`src/rtl/usb_inbuf_pkg.sv`:
```
package usb_inbuf_pkg;
    localparam int NBUF = 2;
    typedef logic [7:0] byte_t;
endpackage

```
`src/rtl/ep_pkt_ram.sv`:
```
module ep_pkt_ram
    import usb_inbuf_pkg::*;
#(
    parameter int DEPTH = 16,
    localparam int AW = $clog2(DEPTH)
) (
    input  logic          clk,
    input  logic          we,
    input  logic [AW-1:0] waddr,
    input  byte_t         wdata,
    input  logic [AW-1:0] raddr,
    output byte_t         rdata
);
    byte_t mem [DEPTH];

    always_ff @(posedge clk) begin
        if (we) mem[waddr] <= wdata;
    end

    assign rdata = mem[raddr];
endmodule

```
`src/rtl/usb_in_ep_buffer.sv`:
```
module usb_in_ep_buffer
    import usb_inbuf_pkg::*;
#(
    parameter int DEPTH = 16,
    localparam int LW = $clog2(DEPTH + 1),
    localparam int AW = $clog2(DEPTH)
) (
    input  logic          clk,
    input  logic          rst_n,
    input  logic          cfg_dbl,
    input  logic          cfg_iso,
    input  logic [LW-1:0] cfg_maxp,
    input  logic          flush,
    input  logic          fw_wr,
    input  byte_t         fw_data,
    input  logic          fw_pkt_rdy,
    output logic          st_pkt_rdy,
    output logic          st_present,
    output logic          st_overrun,
    output logic          ep_irq,
    input  logic          se_token,
    input  logic          se_done,
    input  logic [AW-1:0] se_idx,
    output logic          tx_start,
    output logic          tx_nak,
    output logic [LW-1:0] tx_len,
    output byte_t         tx_data
);
    typedef struct packed {
        logic [NBUF-1:0][LW-1:0] len;
        logic [NBUF-1:0]         full;
        logic                    wsel;
        logic                    head;
        logic                    rdy;
        logic                    ovr;
        logic                    busy;
        logic                    real_pkt;
        logic                    irq;
        logic                    start;
        logic                    nak;
        logic [LW-1:0]           txlen;
    } st_t;

    st_t st_d, st_q;
    logic [NBUF-1:0]  we;
    logic [AW-1:0]    waddr;
    byte_t            rd [NBUF];

    always_comb begin
        st_d       = st_q;
        st_d.irq   = 1'b0;
        st_d.start = 1'b0;
        st_d.nak   = 1'b0;
        we         = '0;
        waddr      = st_q.len[st_q.wsel][AW-1:0];

        // Engine finished: release the head buffer
        if (se_done && st_q.busy) begin
            st_d.busy = 1'b0;
            if (st_q.real_pkt) begin
                st_d.full[st_q.head] = 1'b0;
                st_d.len[st_q.head]  = '0;
                st_d.irq             = 1'b1;
                if (cfg_dbl) st_d.head = ~st_q.head;
            end
        end

        // Firmware byte load
        if (fw_wr) begin
            if (st_q.full[st_q.wsel] || st_q.len[st_q.wsel] >= cfg_maxp ||
                st_q.len[st_q.wsel] >= LW'(DEPTH)) begin
                st_d.ovr = 1'b1;
            end else begin
                we[st_q.wsel]       = 1'b1;
                st_d.len[st_q.wsel] = st_q.len[st_q.wsel] + 1'b1;
            end
        end

        // Firmware commit
        if (fw_pkt_rdy && !st_q.full[st_q.wsel]) begin
            st_d.full[st_q.wsel] = 1'b1;
            if (cfg_dbl) st_d.wsel = ~st_q.wsel;
        end

        // IN token from the engine
        if (se_token && !st_q.busy) begin
            if (st_q.full[st_q.head]) begin
                st_d.start    = 1'b1;
                st_d.busy     = 1'b1;
                st_d.real_pkt = 1'b1;
                st_d.txlen    = st_q.len[st_q.head];
            end else if (cfg_iso) begin
                st_d.start    = 1'b1;
                st_d.busy     = 1'b1;
                st_d.real_pkt = 1'b0;
                st_d.txlen    = '0;
            end else begin
                st_d.nak = 1'b1;
            end
        end

        st_d.rdy = st_d.full[st_d.wsel];

        if (flush) st_d = '0;
    end

    always_ff @(posedge clk) begin
        if (!rst_n) st_q <= '0;
        else        st_q <= st_d;
    end

    for (genvar g = 0; g < NBUF; g++) begin : g_buf
        ep_pkt_ram #(.DEPTH(DEPTH)) u_ram (
            .clk   (clk),
            .we    (we[g]),
            .waddr (waddr),
            .wdata (fw_data),
            .raddr (se_idx),
            .rdata (rd[g])
        );
    end

    assign st_pkt_rdy = st_q.rdy;
    assign st_present = |st_q.full;
    assign st_overrun = st_q.ovr;
    assign ep_irq     = st_q.irq;
    assign tx_start   = st_q.start;
    assign tx_nak     = st_q.nak;
    assign tx_len     = st_q.txlen;
    assign tx_data    = rd[st_q.head];


    irq_after_done_chk: assert property (@(posedge clk) disable iff (!rst_n)
        ep_irq |-> $past(se_done));

    answer_after_token_chk: assert property (@(posedge clk) disable iff (!rst_n)
        (tx_start || tx_nak) |-> $past(se_token));

    one_answer_chk: assert property (@(posedge clk) disable iff (!rst_n)
        !(tx_start && tx_nak));

    flush_clears_chk: assert property (@(posedge clk) disable iff (!rst_n)
        flush |=> (!st_present && !st_pkt_rdy && !st_overrun));

    rdy_needs_present_chk: assert property (@(posedge clk) disable iff (!rst_n)
        st_pkt_rdy |-> st_present);
endmodule

```
`config.mk`:
```
export PLATFORM = sky130hd
export DESIGN_NAME = usb_in_ep_buffer
export DESIGN_NICKNAME = d
export VERILOG_FILES = /design/src/rtl/usb_inbuf_pkg.sv /design/src/rtl/ep_pkt_ram.sv /design/src/rtl/usb_in_ep_buffer.sv
export SDC_FILE = /design/constraint.sdc
export NUM_CORES = 1
export LEC_CHECK = 0
export BUFFER_PORTS_ARGS = -buffer_cell sky130_fd_sc_hd__buf_2
export CAP_MARGIN = 25
export CORE_MARGIN = 3
export CORE_UTILIZATION = 66
export CTS_BUF_LIST = sky130_fd_sc_hd__clkbuf_4 sky130_fd_sc_hd__clkbuf_8 sky130_fd_sc_hd__clkbuf_16
export CTS_CLUSTER_DIAMETER = 60
export DETAILED_ROUTE_END_ITERATION = 8
export PLACE_DENSITY_LB_ADDON = 0.1
export SLEW_MARGIN = 25
export SYNTH_ARGS = -nofsm -noshare
export SYNTH_HDL_FRONTEND = slang
export SYNTH_SLANG_ARGS = --single-unit
```
`constraint.sdc`:
```
create_clock -name clk -period 5.55 [get_ports clk]
set_input_delay 0.2775 -clock clk [delete_from_list [all_inputs] [get_ports clk]]
set_output_delay 0.2775 -clock clk [all_outputs]
set_load 0.03 [all_outputs]
```
==> results.md, run 1 <==
- GR peak layer: met2
- Syn Inst Count: 677
- TritonCTS clock tree: done
- Synthesized flop and latch total: 282
- Final Hold Vio Count: 0
- Clock Latency Late Sink: 540 ps
- Placed inst area: 0.01177 sq mm
- Rows: 47
- Status: finished, final reports clean
- Final core utilization: 75.60%
- Final number of setup-violating endpoints: 0
- Worst setup EP type: register
- Post-CTS Setup Bufs: 0
- WS Path Type: reg2reg
- Seq pwr share: 53.3%
- Slew HR: 31.04%
- Detailed Route WL: 24.84 mm
- Tot Pwr: 4368 uW
- Initial Utilization: 68.35%
- # nets final: 748
- Multi-input logic area: 0.002993 sq mm
- Worst slew pin tran: 1031 ps
- Gpl congestion: 0.8752
- Post-Syn Nets: 712
- Final setup margin: 1711 ps
- H-tree levels: 1
- CTS Buf Count: 28
- Sequential area share after synthesis: 71.65%
- PwrDens: 344.7 mW/mm^2
- Core Box Area: 0.01676 sq mm
- Max-cap violations: 0
- Met3 Track Usage GR: 3.835%
- HPWL after DPL: 15.38 mm
- Synth warn: 0
- Ys flop type: edfxtp_1
- Cell with the most instances after synthesis: edfxtp_1
- Skew final: 24.20 ps
- Via density: 6.550
- Port Buffers: 44
- Met1 Use GR: 37.71%
- Leak Pwr: 0.004500 uW
- Asr flop ratio synth: 0%
- Sw frac: 20.90%
- Root Driver: clkbuf_16
- Antenna violations before repair: 0
- Synth cell types: 48
- Ports: 45
- Setup TNS: 0 ps
- Post-CTS Resized: 0
- Die area: 0.01897 sq mm
- Area leader, netlist: edfxtp_1
- Fillers: 969
- Crit path arrival time: 4010 ps
- Hold_buf cts: 0
- Largest net degree at the start of global routing: 61
- Cell area after synthesis: 0.01145 sq mm
- DRC Markers: 0
- Unrepaired setup endpoints after global routing: false
- Type of origin of the critical path: register
- Post-route ant nets: 0
- Worst Path Required: 5720 ps
- Initial DRC Count: 568
- Max-slew violation count: 0
- Synth top cells by count: 256 x edfxtp_1, 73 x mux2i_1, 35 x nand2_1
- Combinational power share: 5.1%
- Clock power frac: 41.6%
- Post-synth EDFFs: 256
- Crit Path Max Fanout: 22
- Die height: 137.7 microns
- FF+latch area: 0.008208 sq mm
- Peak VDD IR: 0.0003553 V
- Worst min-delay path class: in2reg
- Top post-synthesis cells by area: edfxtp_1 67%, mux2i_1 6.4%, dfxtp_1 4.5%
- Antenna diodes: 0
- GRT overflow: 0
- Clock transition at path regs: 60 ps
- Met2 Use GR: 45.93%
- Post-placement setup slack: 1741 ps
- Tcrit/Tclk final: 69.17%
- Tmin final: 3839 ps
- Max clock buf depth: 3
- Psw: 912.9 uW
- First-pass GRT wire length: 37.69 mm
- Share of layout cells above drive strength 1: 16.46%
- Post-synth top area share: 67.11%
- Clock sink count: 282
- Achievable Freq: 260.5 MHz
- Die W: 137.7 microns
- Vias in the first global route: 6,379
- Vias: 6,255
- Pre-antenna DRT Iters: 5
- Syn_area_per_cell: 16.92 sq um
- Post-route cell area: 0.01267 sq mm
- GR Util All Layers: 27.21%
- Area growth, synth to finish: 10.62%
- Pint: 3455 uW
- Post-DR wirelength/cell: 26.01 microns
[flip-flops by register name, indices dropped and copies added (netlist names)]
name / cells
st_overrun: 1
tx_len: 5
tx_nak: 1
st_pkt_rdy: 1
tx_start: 1
st_q: 16
g_buf.u_ram.mem: 256
ep_irq: 1
[path summary, 6_finish.rpt]
kind,startpoint,end,slack (ps),cells past startpoint
max reg2reg,st_q[13],g_buf[0].u_ram.mem[11][4],1710,8
min,cfg_iso,tx_nak,60,3
min reg2reg,tx_len[4],tx_len[4],450,2
max,st_q[13],g_buf[0].u_ram.mem[11][4],1710,8
[layout by cell type (no fill, tap or decap), drive strengths merged, types with 4 or more instances in the layout]
cell / n
and3: 30
clkbuf: 32
nand3: 27
clkinv: 16
o21ai: 10
edfxtp: 256
a22o: 8
mux4: 32
or2: 4
a22oi: 18
nor2b: 7
inv: 12
mux2: 4
a221oi: 8
and2: 4
nand2: 35
mux2i: 73
nor2: 19
dfxtp: 26
nand3b: 6
a21oi: 27
buf: 47
ha: 9
[worst max-delay path, stage by stage, from the launching register on]
cell      delay [ps]
dfxtp_1          590
mux2i_1          530
inv_2            100
ha_1             320
a21oi_1          160
o21ai_1          170
a211oi_4         910
inv_2            120
nor2_1           590
[cells by family (layout without fill, tap and decap cells)]
family          Yosys count  after routing  share of synthesized area [%]
compound gates           79             79                          4.708
xor+xnor                  3              3                         0.2294
fa+ha+maj                 9              9                         0.9831
buf+inv                  53            111                          2.370
flops                   282            282                          71.65
mux                     109            109                          13.52
simple gates            142            142                          6.532
[layout make-up]
class	count	area share, %
clock buffers	32	5.905
clock inverters	20	1.215
repair buffers	47	1.955
flip-flops and latches	282	64.78
multi-input cells	342	23.62
well taps	220	2.172
inverters	12	0.3555
[per-layer routing]
layer / part of all wire (%) / routed length (microns)
met1: 39 / 9761
met2: 50 / 12520
met3: 7.8 / 1942
met4: 2.5 / 614
met5: 0 / 0
[stage by stage]
step	hold slack, ps	instances
finish	56.35	955
global route	73.32	955
CTS	42.55	955
detailed placement	443.8	903
global placement	440.1	903
floorplan	376.4	677
[power by group through the flow]
stage / Clock [uW] / Sequential (uW) / Combinational [uW]
6_report: 1820 / 2330 / 222
3_5_place_dp: 0 / 2370 / 221
5_1_grt: 1930 / 2330 / 237
2_1_floorplan: 0 / 2370 / 133
4_1_cts: 1830 / 2330 / 222
3_3_place_gp: 0 / 2370 / 216
Note: power is estimated with default switching activity, not from simulation.
==> run 2, diff against run 1 <==
Settings changed: CORE_UTILIZATION 66 to 55.
Clock period 5.55 ns to 3.3 ns, I/O delays scaled along.
==> run 2 against run 1 <==
Against the previous run:
- die area is 19% higher
- critical path type unchanged
- final area up 1.4%
- hold slack worse by 31 ps
- clock skew is 5.8 ps lower
==> results.md, run 2 (synthesized netlist as in run 1, its figures left out) <==
- # nets final: 762 (+1.9%)
- Area growth, synth to finish: 12.20%
- Final number of setup-violating endpoints: 0 (unchanged)
- Max reg flops: 256 (unchanged)
- Setup TNS: 0 ps (unchanged)
- Highest-count cells in the layout ignoring fill and taps: 256 x edfxtp_1, 73 x mux2i_1, 43 x buf_2, 35 x nand2_1, 30 x and3_1
- DRC Markers: 0 (unchanged)
- Worst Path Buf+Inv: 2 (unchanged)
- TritonCTS clock tree: done
- Root Driver: clkbuf_16
- Worst path slowest cell: dfxtp_1
- Post-DR wirelength/cell: 23.60 microns (-9.3%)
- Rows: 52 (+11%)
- Reg2reg setup slack: 340 ps (-1370 ps)
- Unrepaired setup endpoints after global routing: false
- Most common cell after layout, fill and taps aside: edfxtp_1
- Vias in the first global route: 5,932 (-7.0%)
- Antenna diodes: 0 (unchanged)
- Most flop-heavy register: g_buf.u_ram.mem
- Tcrit/Tclk final: 89.70% (+21 points)
- Fillers: 1,456 (+50%)
- Skew final: 18.41 ps (-5.789 ps)
- First-pass GRT wire length: 35.94 mm (-4.6%)
- Worst Path Required: 3470 ps (-2250 ps)
- Crit path arrival time: 3130 ps (-880 ps)
- Post-CTS Setup Bufs: 0 (unchanged)
- Slew HR: 45.81% (+15 points)
- Final Hold Vio Count: 0 (unchanged)
- Worst slew pin tran: 809.3 ps (-221.8 ps)
- H-tree levels: 1 (unchanged)
- Initial Utilization: 56.25% (-12 points)
- Die height: 150.3 microns (+9.1%)
- Post-CTS Resized: 0 (unchanged)
- Crit Path Max Fanout: 22 (unchanged)
- Ports: 45 (unchanged)
- Hold_buf cts: 4 (+4)
- Antenna violations before repair: 0 (unchanged)
- Post-route ant nets: 0 (unchanged)
- Multi-input logic area: 0.002985 sq mm (-0.25%)
- Max-cap violations: 0 (unchanged)
- PwrDens: 572.6 mW/mm^2 (+66%)
- Peak VDD IR: 0.0003886 V (+9.4%)
- Vias: 6,110 (-2.3%)
- CTS Buf Count: 27 (-3.6%)
- FF+latch area: 0.008208 sq mm (unchanged)
- Status: finished, final reports clean
- HPWL after DPL: 15.39 mm (+0.10%)
- Max clock buf depth: 3 (unchanged)
- Die area: 0.02259 sq mm (+19%)
- Clock transition at path regs: 60 ps (about the same)
- GR Util All Layers: 21.48% (-5.7 points)
- Worst path max stage delay: 610 ps (-300 ps)
- Post-route cell area: 0.01285 sq mm (+1.4%)
- Share of layout cells above drive strength 1: 18.07% (+1.6 points)
- GRT overflow: 0 (unchanged)
- Port Buffers: 44 (unchanged)
- Largest net degree at the start of global routing: 65 (+6.6%)
- Critical path cell sequence: nor2b_1 > a21oi_1 > inv_2 > ha_1 > a21oi_1 > o21ai_1 > a211oi_2 > buf_4 > and3_1
- CP delay by family, top: compound AO/OA/AOI/OAI gates
- CP most frequent cell: a21oi_1
- Die W: 150.3 microns (+9.1%)
- Via density: 6.008 (-8.3%)
- Leak Pwr: 0.004570 uW (+1.5%)
- Worst min-delay path class: in2reg
- Placed inst area: 0.01192 sq mm (+1.3%)
- Tmin final: 2960 ps (-878.8 ps)
- Achievable Freq: 337.8 MHz (+30%)
- Detailed Route WL: 24.00 mm (-3.4%)
- Clock sink count: 282 (unchanged)
- Initial DRC Count: 508 (-11%)
- Pre-antenna DRT Iters: 5 (unchanged)
- Worst setup EP type: register
- Max-slew violation count: 0 (unchanged)
- Clock Latency Late Sink: 520 ps (-20 ps)
- Type of origin of the critical path: register
- Gpl congestion: 0.8513 (-2.7%)
- WS Path Type: reg2reg
- Core Box Area: 0.02036 sq mm (+22%)
-- run 2: stage by stage --
stage                     utilization, %  hold WS (ps)  total power (uW)  std cells  setup slack [ps]
final                              63.11         25.15              7359       1017             339.9
after detailed placement           58.52         447.4              4367        964             351.9
after global placement             58.52         441.1              4363        964             479.0
after global routing               63.11         26.57              7592       1017             56.59
after floorplan                        -         263.9              4216        677             311.9
after CTS                          63.11         2.873              7424       1017             351.4
-- run 2: worst register-to-register path, cell delays in order, from the launching register on --
cell      delay (ps)
dfxtp_1          610
nor2b_1          130
a21oi_1          330
inv_2            110
ha_1             200
a21oi_1          140
o21ai_1          140
a211oi_2         220
buf_4            280
and3_1           460
-- run 2: final timing paths --
path / cells past startpoint / startpoint / endpoint
min reg2reg: 2 / tx_len[0] / tx_len[0]
min: 3 / flush / st_overrun
max reg2reg: 9 / st_q[13] / g_buf[1].u_ram.mem[2][4]
max: 9 / st_q[13] / g_buf[1].u_ram.mem[2][4]
-- run 2: per-layer routing --
metal | global-route usage (%) | wire length (microns) | vias to the layer above
li1 | - | - | 2774
met1 | 30.82 | 10080 | 3055
met2 | 35.66 | 11820 | 249
met3 | 2.739 | 1697 | 32
met4 | 5.032 | 408 | 0
met5 | 0 | 0 | -
-- run 2: where the power goes --
part	leakage, uW	switching [uW]	internal, uW	total [uW]
Clock	0.000437	1240	1830	3070
Sequential	0.00252	7.38	3910	3920
Combinational	0.00162	247	127	374
Total	0.00457	1490	5870	7360
-- run 2: cell type report --
class                   instances  share of cell area [%]
well taps                     270                   2.629
clock buffers                  30                   5.432
multi-input cells             342                   23.23
flip-flops and latches        282                   63.86
inverters                      12                  0.3505
clock inverters                19                   1.538
repair buffers                 62                   2.960
==> run 3, diff against run 2 <==
Settings changed: SETUP_SLACK_MARGIN from default to 0.4.
==> run 3 against run 2 <==
Against the previous run:
- clock skew increased by 15 ps
- final area increased by 1.1%
- clock power increased by 6%
- utilization increased by 0.68 points
- combinational power increased by 5%
- first-iteration DRC count increased by 17%
- via count increased by 2.7%
- worst setup slack improved by 200 ps
- critical path type is now reg2out
- critical endpoint is now tx_data[0]
- highest routed layer unchanged
==> results.md, run 3 (synthesized netlist as in run 1, its figures left out) <==
- Status: finished, final reports clean
- GRT overflow: 0 (unchanged)
- Unrepaired setup endpoints after global routing: false
- WS Path Type: reg2out
- Vias in the first global route: 6,291 (+6.1%)
- First-pass GRT wire length: 39.32 mm (+9.4%)
- Clock sink count: 282 (unchanged)
- Detailed Route WL: 26.63 mm (+11%)
- Max clock buf depth: 3 (unchanged)
- Most common cell after layout, fill and taps aside: edfxtp_1
- Max reg flops: 256 (unchanged)
- Ports: 45 (unchanged)
- Largest net degree at the start of global routing: 43 (-34%)
- # nets final: 764 (+0.26%)
- Via density: 6.132 (+2.1%)
- Psw: 1523 uW (+2.3%)
- Tcrit/Tclk final: 83.57% (-6.1 points)
- Die area: 0.02259 sq mm (unchanged)
- Seq pwr share: 51.8% (-1.4 points)
- Peak VDD IR: 0.0004074 V (+4.8%)
- Highest-count cells in the layout ignoring fill and taps: 256 x edfxtp_1, 70 x mux2i_1, 43 x buf_2, 35 x nand2_1, 29 x clkbuf_16
- Sw frac: 20.14% (-0.10 points)
- PwrDens: 582.3 mW/mm^2 (+1.7%)
- Combinational power share: 5.2% (about the same)
- Worst slew pin tran: 842.1 ps (+32.81 ps)
- Final number of setup-violating endpoints: 0 (unchanged)
- Post-route ant nets: 0 (unchanged)
- Setup TNS: 0 ps (unchanged)
- Core Box Area: 0.02036 sq mm (unchanged)
- Port Buffers: 44 (unchanged)
- Gpl congestion: 0.9082 (+6.7%)
- Share of layout cells above drive strength 1: 21.14% (+3.1 points)
- Tmin final: 2758 ps (-202.2 ps)
- Post-DR wirelength/cell: 26.03 microns (+10%)
- Max-cap violations: 0 (unchanged)
- Initial DRC Count: 595 (+17%)
- GR Util All Layers: 24.04% (+2.6 points)
- Crit Path Max Fanout: 1 (-95%)
- Clock transition at path regs: 60 ps (about the same)
- Final Hold Vio Count: 0 (unchanged)
- Type of origin of the critical path: register
- Pre-antenna DRT Iters: 6 (+1)
- Area growth, synth to finish: 13.40%
- Max-slew violation count: 0 (unchanged)
- Die W: 150.3 microns (unchanged)
- Skew final: 33.60 ps (+15.19 ps)
- HPWL after DPL: 16.76 mm (+8.9%)
- Worst min-delay path class: in2reg
- Most flop-heavy register: g_buf.u_ram.mem
- H-tree levels: 1 (unchanged)
- Clock power frac: 43.0% (+1.3 points)
- Vias: 6,273 (+2.7%)
- TritonCTS clock tree: done
- Clock Latency Late Sink: 550 ps (+30 ps)
- Initial Utilization: 56.25% (unchanged)
- Achievable Freq: 362.6 MHz (+7.3%)
- Antenna violations before repair: 1 (+1)
- Post-placement setup slack: 269.1 ps (-82.75 ps)
- Rows: 52 (unchanged)
- Leak Pwr: 0.004609 uW (+0.85%)
- DRC Markers: 0 (unchanged)
- Die height: 150.3 microns (unchanged)
- Worst setup EP type: primary output
- Slew HR: 43.86% (-1.9 points)
- Crit path arrival time: 2590 ps (-540 ps)
- Pint: 6041 uW (+2.9%)
- CTS Buf Count: 29 (+7.4%)
- Worst Path Required: 3130 ps (-340 ps)
- Final hold slack: 61.74 ps (+36.59 ps)
- Final setup margin: 542.1 ps (+202.2 ps)
- Root Driver: clkbuf_16
-- run 3: cell types whose count changed in the layout (fill, tap and decap cells not counted), moves of 3 or more --
cell / previous run / this run
and3_1: 30 / 16
and3_2: 0 / 14
clkbuf_4: 3 / 9
mux2i_1: 73 / 70
mux2i_2: 0 / 3
-- run 3: final timing paths --
check                            from                       end  slack (ps)  cells after the start
max          g_buf[0].u_ram.mem[9][0]                tx_data[0]         540                      5
min                             fw_wr                st_overrun          60                      3
max reg2reg                  st_q[13]  g_buf[0].u_ram.mem[2][7]         620                      8
min reg2reg                 tx_len[4]                 tx_len[4]         450                      2
-- run 3: timing repair --
item	CTS	global route
setup endpoints to repair	222	256
hold buffers	6	0
hold endpoints to repair	6	0
cloned	0	0
pin swaps	0	0
buffers inserted	0	0
resized for setup	2	20
-- run 3: power groups by stage --
stage,logic [uW],clock network (uW),registers (uW)
after floorplan,223,0,3990
after global placement,372,0,3990
after detailed placement,380,0,3990
after CTS,387,3310,3920
after global routing,417,3470,3920
final,391,3260,3920
-- run 3: metal layers --
| metal | vias up | global-route usage (%) | wire [microns] |
|---|---|---|---|
| li1 | 2788 | - | - |
| met3 | 47 | 5.268 | 2036 |
| met4 | 0 | 7.685 | 700 |
| met5 | - | 0 | 0 |
| met1 | 3153 | 34.52 | 11320 |
| met2 | 285 | 37.23 | 12580 |
-- run 3: final cells by class --
cell class              instances  area, sq um
well taps                     270        337.8
inverters                      12        45.04
diodes                          1        2.502
multi-input cells             342         3033
clock buffers                  38        793.3
flip-flops and latches        282         8212
repair buffers                 62        385.4
clock inverters                16        181.4
fillers                      1416         7375
-- run 3: metrics by stage --
stage	area, sq um	std cells	power, uW	utilization [%]
2_1_floorplan	11460	677	4217	-
3_3_place_gp	11910	962	4365	58.47
3_5_place_dp	11910	962	4373	58.47
4_1_cts	12950	1022	7619	63.57
5_1_grt	12990	1023	7803	63.79
6_report	12990	1023	7564	63.79
-- run 3: worst max-delay path, stage by stage, from the launching register on --
cell and delay, ps:
edfxtp_1 380, mux4_1 550, a22o_1 310, a221oi_1 400, nand3_1 180, buf_2 210
